$ cat src/rtl/hps_pkg.sv
package hps_pkg;

  typedef enum logic [2:0] {
    PH_IDLE   = 3'd0,
    PH_ADDR   = 3'd1,
    PH_SETUP  = 3'd2,
    PH_STROBE = 3'd3,
    PH_HOLD   = 3'd4,
    PH_RECOV  = 3'd5
  } phase_e;

  // Programmed setting raised to its floor; the phase then lasts this value + 1 clocks.
  function automatic int unsigned clamp_span(int unsigned prog, int unsigned floor_v);
    return (prog < floor_v) ? floor_v : prog;
  endfunction

  // Phases in which the peripheral wait may freeze the sequencer.
  function automatic logic wait_sensitive(phase_e ph);
    return (ph == PH_ADDR) || (ph == PH_STROBE);
  endfunction

  // Phases with chip select active.
  function automatic logic bus_active(phase_e ph);
    return (ph == PH_ADDR) || (ph == PH_SETUP) || (ph == PH_STROBE) || (ph == PH_HOLD);
  endfunction

  // Phases in which write data is driven.
  function automatic logic drive_window(phase_e ph);
    return (ph == PH_SETUP) || (ph == PH_STROBE) || (ph == PH_HOLD);
  endfunction

endpackage

$ cat src/rtl/hps_timing.sv
module hps_timing
  import hps_pkg::*;
#(
  parameter int unsigned PAR_W      = 4,
  parameter int unsigned MIN_ADDR   = 2,
  parameter int unsigned MIN_SETUP  = 2,
  parameter int unsigned MIN_STROBE = 1
) (
  input  phase_e             nxt_phase,
  input  logic [PAR_W-1:0]   cfg_addr,
  input  logic [PAR_W-1:0]   cfg_setup,
  input  logic [PAR_W-1:0]   cfg_strobe,
  input  logic [PAR_W-1:0]   cfg_hold,
  input  logic [PAR_W-1:0]   cfg_recov,
  output logic [PAR_W-1:0]   load_val
);

  logic [PAR_W-1:0] span_addr;
  logic [PAR_W-1:0] span_setup;
  logic [PAR_W-1:0] span_strobe;

  assign span_addr   = PAR_W'(clamp_span(32'(cfg_addr),   MIN_ADDR));
  assign span_setup  = PAR_W'(clamp_span(32'(cfg_setup),  MIN_SETUP));
  assign span_strobe = PAR_W'(clamp_span(32'(cfg_strobe), MIN_STROBE));

  always_comb begin
    unique case (nxt_phase)
      PH_ADDR:   load_val = span_addr;
      PH_SETUP:  load_val = span_setup;
      PH_STROBE: load_val = span_strobe;
      PH_HOLD:   load_val = cfg_hold;
      PH_RECOV:  load_val = cfg_recov;
      default:   load_val = '0;
    endcase
  end

  initial begin
    assert ((MIN_ADDR < (1 << PAR_W)) && (MIN_SETUP < (1 << PAR_W)) && (MIN_STROBE < (1 << PAR_W)))
      else $error("phase floors exceed setting width");
  end

endmodule

$ cat src/rtl/hps_ctrl.sv
module hps_ctrl
  import hps_pkg::*;
#(
  parameter int unsigned PAR_W = 4
) (
  input  logic             clk,
  input  logic             rst_n,
  input  logic             req_valid,
  input  logic             bus_wait,
  input  logic [PAR_W-1:0] load_val,
  output phase_e           phase,
  output phase_e           nxt_phase,
  output logic             start_evt,
  output logic             ack_evt,
  output logic             cap_evt
);

  logic [PAR_W-1:0] cnt;
  logic             wait_q;
  logic             stall;
  logic             last_cyc;
  logic             advance;

  assign stall     = wait_sensitive(phase) && (bus_wait || wait_q);
  assign last_cyc  = (cnt == '0);
  assign advance   = (phase != PH_IDLE) && last_cyc && !stall;
  assign start_evt = (phase == PH_IDLE) && req_valid;
  assign ack_evt   = (phase == PH_RECOV) && advance;
  assign cap_evt   = (phase == PH_STROBE) && advance;

  always_comb begin
    nxt_phase = phase;
    unique case (phase)
      PH_IDLE:   if (start_evt) nxt_phase = PH_ADDR;
      PH_ADDR:   if (advance)   nxt_phase = PH_SETUP;
      PH_SETUP:  if (advance)   nxt_phase = PH_STROBE;
      PH_STROBE: if (advance)   nxt_phase = PH_HOLD;
      PH_HOLD:   if (advance)   nxt_phase = PH_RECOV;
      PH_RECOV:  if (advance)   nxt_phase = PH_IDLE;
      default:                  nxt_phase = PH_IDLE;
    endcase
  end

  always_ff @(posedge clk or negedge rst_n) begin
    if (!rst_n) begin
      phase  <= PH_IDLE;
      cnt    <= '0;
      wait_q <= 1'b0;
    end else begin
      wait_q <= bus_wait;
      if (start_evt || advance) begin
        phase <= nxt_phase;
        cnt   <= load_val;
      end else if (!stall && !last_cyc) begin
        cnt <= cnt - 1'b1;
      end
    end
  end


  addr_wait_hold_chk: assert property (@(posedge clk) disable iff (!rst_n)
    (phase == PH_ADDR && bus_wait) |=> (phase == PH_ADDR));


  strobe_wait_hold_chk: assert property (@(posedge clk) disable iff (!rst_n)
    (phase == PH_STROBE && bus_wait) |=> (phase == PH_STROBE));


  wait_release_hold_chk: assert property (@(posedge clk) disable iff (!rst_n)
    (wait_sensitive(phase) && wait_q && !bus_wait) |=> (phase == $past(phase)));


  start_from_idle_chk: assert property (@(posedge clk) disable iff (!rst_n)
    (phase == PH_ADDR && $past(phase) != PH_ADDR) |-> ($past(phase) == PH_IDLE));

endmodule

$ cat src/rtl/hps_datapath.sv
module hps_datapath
  import hps_pkg::*;
#(
  parameter int unsigned DATA_W = 16,
  parameter int unsigned SEL_W  = 2
) (
  input  logic              clk,
  input  logic              rst_n,
  input  phase_e            phase,
  input  logic              start_evt,
  input  logic              cap_evt,
  input  logic              req_write,
  input  logic [SEL_W-1:0]  req_addr,
  input  logic [DATA_W-1:0] req_wdata,
  input  logic [DATA_W-1:0] bus_rdata,
  output logic [DATA_W-1:0] ack_rdata,
  output logic              bus_cs_n,
  output logic              bus_rw_n,
  output logic              bus_ds_n,
  output logic [SEL_W-1:0]  bus_sel,
  output logic [DATA_W-1:0] bus_dout,
  output logic              bus_oe
);

  logic              wr_q;
  logic [SEL_W-1:0]  sel_q;
  logic [DATA_W-1:0] wdata_q;
  logic [DATA_W-1:0] rdata_q;
  logic              active;
  logic              drive;

  always_ff @(posedge clk or negedge rst_n) begin
    if (!rst_n) begin
      wr_q    <= 1'b0;
      sel_q   <= '0;
      wdata_q <= '0;
    end else if (start_evt) begin
      wr_q    <= req_write;
      sel_q   <= req_addr;
      wdata_q <= req_wdata;
    end
  end

  always_ff @(posedge clk or negedge rst_n) begin
    if (!rst_n)       rdata_q <= '0;
    else if (cap_evt) rdata_q <= bus_rdata;
  end

  assign active    = bus_active(phase);
  assign drive     = wr_q && drive_window(phase);
  assign bus_cs_n  = !active;
  assign bus_ds_n  = (phase != PH_STROBE);
  assign bus_rw_n  = !(active && wr_q);
  assign bus_sel   = active ? sel_q : '0;
  assign bus_oe    = drive;
  assign bus_dout  = drive ? wdata_q : '0;
  assign ack_rdata = rdata_q;


  sel_steady_chk: assert property (@(posedge clk) disable iff (!rst_n)
    (!bus_cs_n && !$past(bus_cs_n)) |-> (bus_sel == $past(bus_sel)));


  dout_steady_chk: assert property (@(posedge clk) disable iff (!rst_n)
    (bus_oe && $past(bus_oe)) |-> (bus_dout == $past(bus_dout)));

endmodule

$ cat src/rtl/hps_sequencer.sv
module hps_sequencer
  import hps_pkg::*;
#(
  parameter int unsigned DATA_W     = 16,
  parameter int unsigned SEL_W      = 2,
  parameter int unsigned PAR_W      = 4,
  parameter int unsigned MIN_ADDR   = 2,
  parameter int unsigned MIN_SETUP  = 2,
  parameter int unsigned MIN_STROBE = 1
) (
  input  logic              clk,
  input  logic              rst_n,
  input  logic              req_valid,
  input  logic              req_write,
  input  logic [SEL_W-1:0]  req_addr,
  input  logic [DATA_W-1:0] req_wdata,
  output logic              req_ack,
  output logic [DATA_W-1:0] ack_rdata,
  input  logic [PAR_W-1:0]  cfg_addr,
  input  logic [PAR_W-1:0]  cfg_setup,
  input  logic [PAR_W-1:0]  cfg_strobe,
  input  logic [PAR_W-1:0]  cfg_hold,
  input  logic [PAR_W-1:0]  cfg_recov,
  input  logic              bus_wait,
  input  logic [DATA_W-1:0] bus_rdata,
  output logic              bus_cs_n,
  output logic              bus_rw_n,
  output logic              bus_ds_n,
  output logic [SEL_W-1:0]  bus_sel,
  output logic [DATA_W-1:0] bus_dout,
  output logic              bus_oe
);

  phase_e           phase;
  phase_e           nxt_phase;
  logic [PAR_W-1:0] load_val;
  logic             start_evt;
  logic             ack_evt;
  logic             cap_evt;

  hps_timing #(
    .PAR_W(PAR_W), .MIN_ADDR(MIN_ADDR), .MIN_SETUP(MIN_SETUP), .MIN_STROBE(MIN_STROBE)
  ) i_timing (
    .nxt_phase (nxt_phase),
    .cfg_addr  (cfg_addr),
    .cfg_setup (cfg_setup),
    .cfg_strobe(cfg_strobe),
    .cfg_hold  (cfg_hold),
    .cfg_recov (cfg_recov),
    .load_val  (load_val)
  );

  hps_ctrl #(.PAR_W(PAR_W)) i_ctrl (
    .clk      (clk),
    .rst_n    (rst_n),
    .req_valid(req_valid),
    .bus_wait (bus_wait),
    .load_val (load_val),
    .phase    (phase),
    .nxt_phase(nxt_phase),
    .start_evt(start_evt),
    .ack_evt  (ack_evt),
    .cap_evt  (cap_evt)
  );

  hps_datapath #(.DATA_W(DATA_W), .SEL_W(SEL_W)) i_datapath (
    .clk      (clk),
    .rst_n    (rst_n),
    .phase    (phase),
    .start_evt(start_evt),
    .cap_evt  (cap_evt),
    .req_write(req_write),
    .req_addr (req_addr),
    .req_wdata(req_wdata),
    .bus_rdata(bus_rdata),
    .ack_rdata(ack_rdata),
    .bus_cs_n (bus_cs_n),
    .bus_rw_n (bus_rw_n),
    .bus_ds_n (bus_ds_n),
    .bus_sel  (bus_sel),
    .bus_dout (bus_dout),
    .bus_oe   (bus_oe)
  );

  assign req_ack = ack_evt;


  ack_single_chk: assert property (@(posedge clk) disable iff (!rst_n)
    req_ack |=> !req_ack);


  ack_after_release_chk: assert property (@(posedge clk) disable iff (!rst_n)
    req_ack |-> bus_cs_n);


  strobe_in_cs_chk: assert property (@(posedge clk) disable iff (!rst_n)
    !bus_ds_n |-> !bus_cs_n);


  strobe_min_width_chk: assert property (@(posedge clk) disable iff (!rst_n)
    $rose(bus_ds_n) |-> (!$past(bus_ds_n) && !$past(bus_ds_n, 2)));


  oe_in_cs_chk: assert property (@(posedge clk) disable iff (!rst_n)
    bus_oe |-> (!bus_cs_n && !bus_rw_n));


  idle_quiet_chk: assert property (@(posedge clk) disable iff (!rst_n)
    bus_cs_n |-> (bus_ds_n && bus_rw_n && !bus_oe));

endmodule

$ cat config.mk
export PLATFORM = sky130hd
export DESIGN_NAME = hps_sequencer
export DESIGN_NICKNAME = d
export VERILOG_FILES = /design/src/rtl/hps_pkg.sv /design/src/rtl/hps_timing.sv /design/src/rtl/hps_ctrl.sv /design/src/rtl/hps_datapath.sv /design/src/rtl/hps_sequencer.sv
export SDC_FILE = /design/constraint.sdc
export NUM_CORES = 1
export LEC_CHECK = 0
export BUFFER_PORTS_ARGS = -buffer_cell sky130_fd_sc_hd__buf_2
export CORE_ASPECT_RATIO = 2
export CORE_MARGIN = 2
export CORE_UTILIZATION = 53
export DETAILED_ROUTE_END_ITERATION = 10
export MAX_ROUTING_LAYER = met4
export PLACE_DENSITY = 0.83
export SYNTH_ARGS = -nofsm -noshare
export SYNTH_HDL_FRONTEND = slang
export SYNTH_SLANG_ARGS = --single-unit
$ cat constraint.sdc
create_clock -name clk -period 7.3 [get_ports clk]
set_clock_uncertainty 0.15 [all_clocks]
set_input_delay 0.73 -clock clk [delete_from_list [all_inputs] [get_ports clk]]
set_output_delay 0.73 -clock clk [all_outputs]
set_load 0.05 [all_outputs]
==> key figures <==
Synth
  – FF+latch count, synth: 43
  – Area share of the largest cell type after synthesis: 42.7%
  – Library cells used by synthesis: 55
  – Syn Inst Count: 281
  – Asr flop ratio synth: 100%
  – Synthesized net count: 342
  – Most used DFF post-synth: dfrtp_1
  – Synth area leader: dfrtp_1
  – Average size of a mapped cell: 8.97 um^2
  – Cell area after synthesis: 2520 um^2
  – Post-synth EDFFs: 0
  – Sequential element share of the synthesized area: 42.7%
  – Top post-synthesis cells by area: dfrtp_1 (43%), nand2_1 (9.7%), mux2_2 (7.6%), and2_1 (4.7%), o21ai_0 (2.8%)
  – Synth warnings: 0

Job
  – Max-Cap Viols: 0

Critical path
  – Reg-to-reg startpoint: i_ctrl.cnt[0]$_DFFE_PN0P_
  – Worst EP required: 6.42 ns
  – CP startpoint: i_ctrl.phase[2]$_DFFE_PN0N_
  – Crit path capture type: output pin
  – Worst Path Max Fanout: 25
  – Startpoint types: flip-flop
  – CP cell instances: nand2b_1, nor2_1, o21a_1, and2_1, buf_2
  – CP max stage cell: dfrtp_1
  – CP delay by family, top: flip-flops
  – Setup CP Type: flip-flop to output pin
  – Largest stage delay on the critical path: 0.86 ns
  – Crit path buffers/inverters: 1
  – Worst Path Arrival: 2.39 ns

Clock tree
  – CTS sink count: 43
  – CTS Buf Count: 5
  – CTS clk-pin slew, worst paths: 0.09 ns
  – CTS Hold Bufs: 0
  – CTS tree: done
  – Clk Latency, worst-skew pair: 0.30 ns
  – Clock root cell: clkbuf_8
  – # resized after CTS: 0
  – H-tree depth: 2
  – Clk buf depth: 2
  – Post CTS Setup Buffer Count: 0

STA
  – Final period util: 44.8%
  – Fin crit period: 3.27 ns
  – Setup TNS: 0 ns
  – Final Setup Violations: 0
  – Rel. slew slack: 19.9%
  – RSZ-0062 raised after global routing: false
  – Fmax: 306 MHz
  – Max-slew violations: 0
  – Least-Margin Pin Slew: 1.20 ns
  – Hold_ws: 0.324 ns
  – Hold Vio Cnt, Final: 0

Placed design
  – I/O Buffers: 97
  – RD Place Congestion: 0.938
  – Post-DP HPWL: 5320 um

Route
  – Wirelength, routed: 7180 um
  – Vias/cell: 5.86
  – Via count: 2501
  – Residual DRC: 0
  – Antenna Nets Post-Route: 0
  – Average wire per standard cell: 16.8 um
  – Starting DRC count in detailed routing: 54
  – Pre-antenna DRT Iters: 5

Run status
  – Status: finished, final reports clean

Global routing
  – Initial antenna violation count: 0
  – Number of global-route vias before repair: 2413
  – GRT Resource Usage Total: 29.1%
  – Global-route wire length before repair: 11200 um
  – Total congestion overflow: 0
  – Largest net degree at the start of global routing: 44

Power
  – Leakage: 1.61 nW
  – Max VDD drop: 0.318 mV
  – Internal power: 0.677 mW
  – NetSw: 0.741 mW
  – Share of total power in combinational logic: 56.4%
  – PwrDens: 458 nW/um^2
  – Clk pwr share: 11.5%
  – Sequential power share: 32.0%
  – Sw Share: 52.3%

Floorplan
  – Die ar.: 5360 um^2
  – I/O pin cnt: 98
  – Die Width: 52.8 um
  – Chip height: 102 um
  – Floorplan core area: 4600 um^2
  – Num rows: 35
  – Starting density of the core: 54.8%

Finish
  – Filler instances: 396
  – Ant diodes: 0
  – Final Net Count: 432
  – Layout cells sized above 1: 34.7%
  – Synth-to-layout area growth: 22.9%

Min path
  – Min-delay src: i_datapath.wdata_q[11]$_DFFE_PN0P_
  – Hold Crit Class: flip-flop to flip-flop
==> routing by layer <==
metal	GRT usage, %	vias to the layer above	share of wire (%)
li1	-	1173	-
met4	17.0	0	5.5
met3	3.98	35	5.7
met2	48.1	119	52
met1	32.5	1174	36
met5	-	-	0
==> area by class of cell <==
cell class / count / area, um^2 / area share (%)
Tap cell: 55 / 68.8 / 2.22
Inverter: 9 / 33.8 / 1.09
Clock inverter: 3 / 26.3 / 0.848
Timing Repair Buffer: 98 / 493 / 15.9
Clock buffer: 5 / 68.8 / 2.22
Multi-Input combinational cell: 214 / 1330 / 43.0
Sequential cell: 43 / 1080 / 34.7
==> worst reg2reg max path: stages, from the launching register on <==
cell and delay [ns]:
dfrtp_1 0.43, inv_1 0.11, ha_1 0.20, or3b_1 0.63, nor4_4 1.01, a221oi_1 0.24, o211a_1 0.16, a21oi_1 0.14
==> metrics by stage <==
step | utilization (%) | total power [mW] | instance area [um^2] | instances | worst slack [ns]
after floorplan | - | 1.05 | 2520 | 281 | 3.63
after global placement | 65.3 | 1.23 | 3000 | 419 | 4.31
after detailed placement | 65.3 | 1.25 | 3000 | 419 | 4.17
after CTS | 67.4 | 1.41 | 3100 | 427 | 4.04
final | 67.4 | 1.42 | 3100 | 427 | 4.03
after global routing | 67.4 | 1.50 | 3100 | 427 | 3.90
==> cells in the mapped netlist (3+ instances only) <==
cell      count
xnor2_1       3
o21ai_0      14
clkbuf_1      7
mux2i_1       4
nor2_1       14
dfrtp_1      43
a211o_1       3
nor3_1        5
and2_1       19
buf_2         6
nand3_1       4
a21oi_1      10
mux2_2       17
nand2_1      65
a211oi_1      5
inv_1         9
==> logic make-up (layout without fill, tap and decap cells) <==
group / after synthesis / count (layout) / synth area share (%)
and+or+nand+nor: 127 / 127 / 24.7
AOI/OAI and AO/OA: 61 / 61 / 16.9
DFF: 43 / 43 / 42.7
buffers and inverters: 24 / 115 / 4.47
muxes: 21 / 21 / 9.19
xor gates and xnor gates: 3 / 3 / 1.04
adders and majority gates: 2 / 2 / 0.993
==> power groups by stage <==
stage	sequential, mW	combinational, mW	clock, mW
final	0.454	0.800	0.164
after global routing	0.472	0.853	0.176
after CTS	0.451	0.795	0.167
after detailed placement	0.454	0.791	0
after global placement	0.449	0.777	0
after floorplan	0.572	0.479	0
==> state kept, by name, indices dropped and copies added (netlist names) <==
register              cells
i_ctrl.cnt                4
i_datapath.ack_rdata     16
i_datapath.sel_q          2
i_datapath.wdata_q       16
i_ctrl.phase              3
i_datapath.wr_q           1
i_ctrl.wait_q             1
==> cell usage in the layout (no fill, tap or decap), drive strengths merged, types with 3 or more instances in the layout <==
cell and instances:
nand3 4, nor2 14, dfrtp 43, a211o 3, nor4 3, mux2 17
and2 20, mux2i 4, buf 98, nor3 5, a21oi 10, xnor2 3
a211oi 5, clkbuf 5, inv 11, o21ai 14, nand2 65
==> final timing paths <==
| path | end | slack, ns | cells past startpoint |
|---|---|---|---|
| max reg2reg | i_ctrl.cnt[3]$_DFFE_PN0P_ | 4.15 | 7 |
| min | i_datapath.wdata_q[11]$_DFFE_PN0P_ | 0.32 | 2 |
| max in group asynchronous | i_ctrl.phase[0]$_DFFE_PN0N_ | 5.99 | 1 |
| min reg2reg | i_datapath.wdata_q[11]$_DFFE_PN0P_ | 0.32 | 2 |
| min in group asynchronous | i_datapath.ack_rdata[3]$_DFFE_PN0P_ | 0.41 | 1 |
| max | bus_dout[4] | 4.03 | 5 |
No activity file was read; power rests on OpenSTA's default activity.
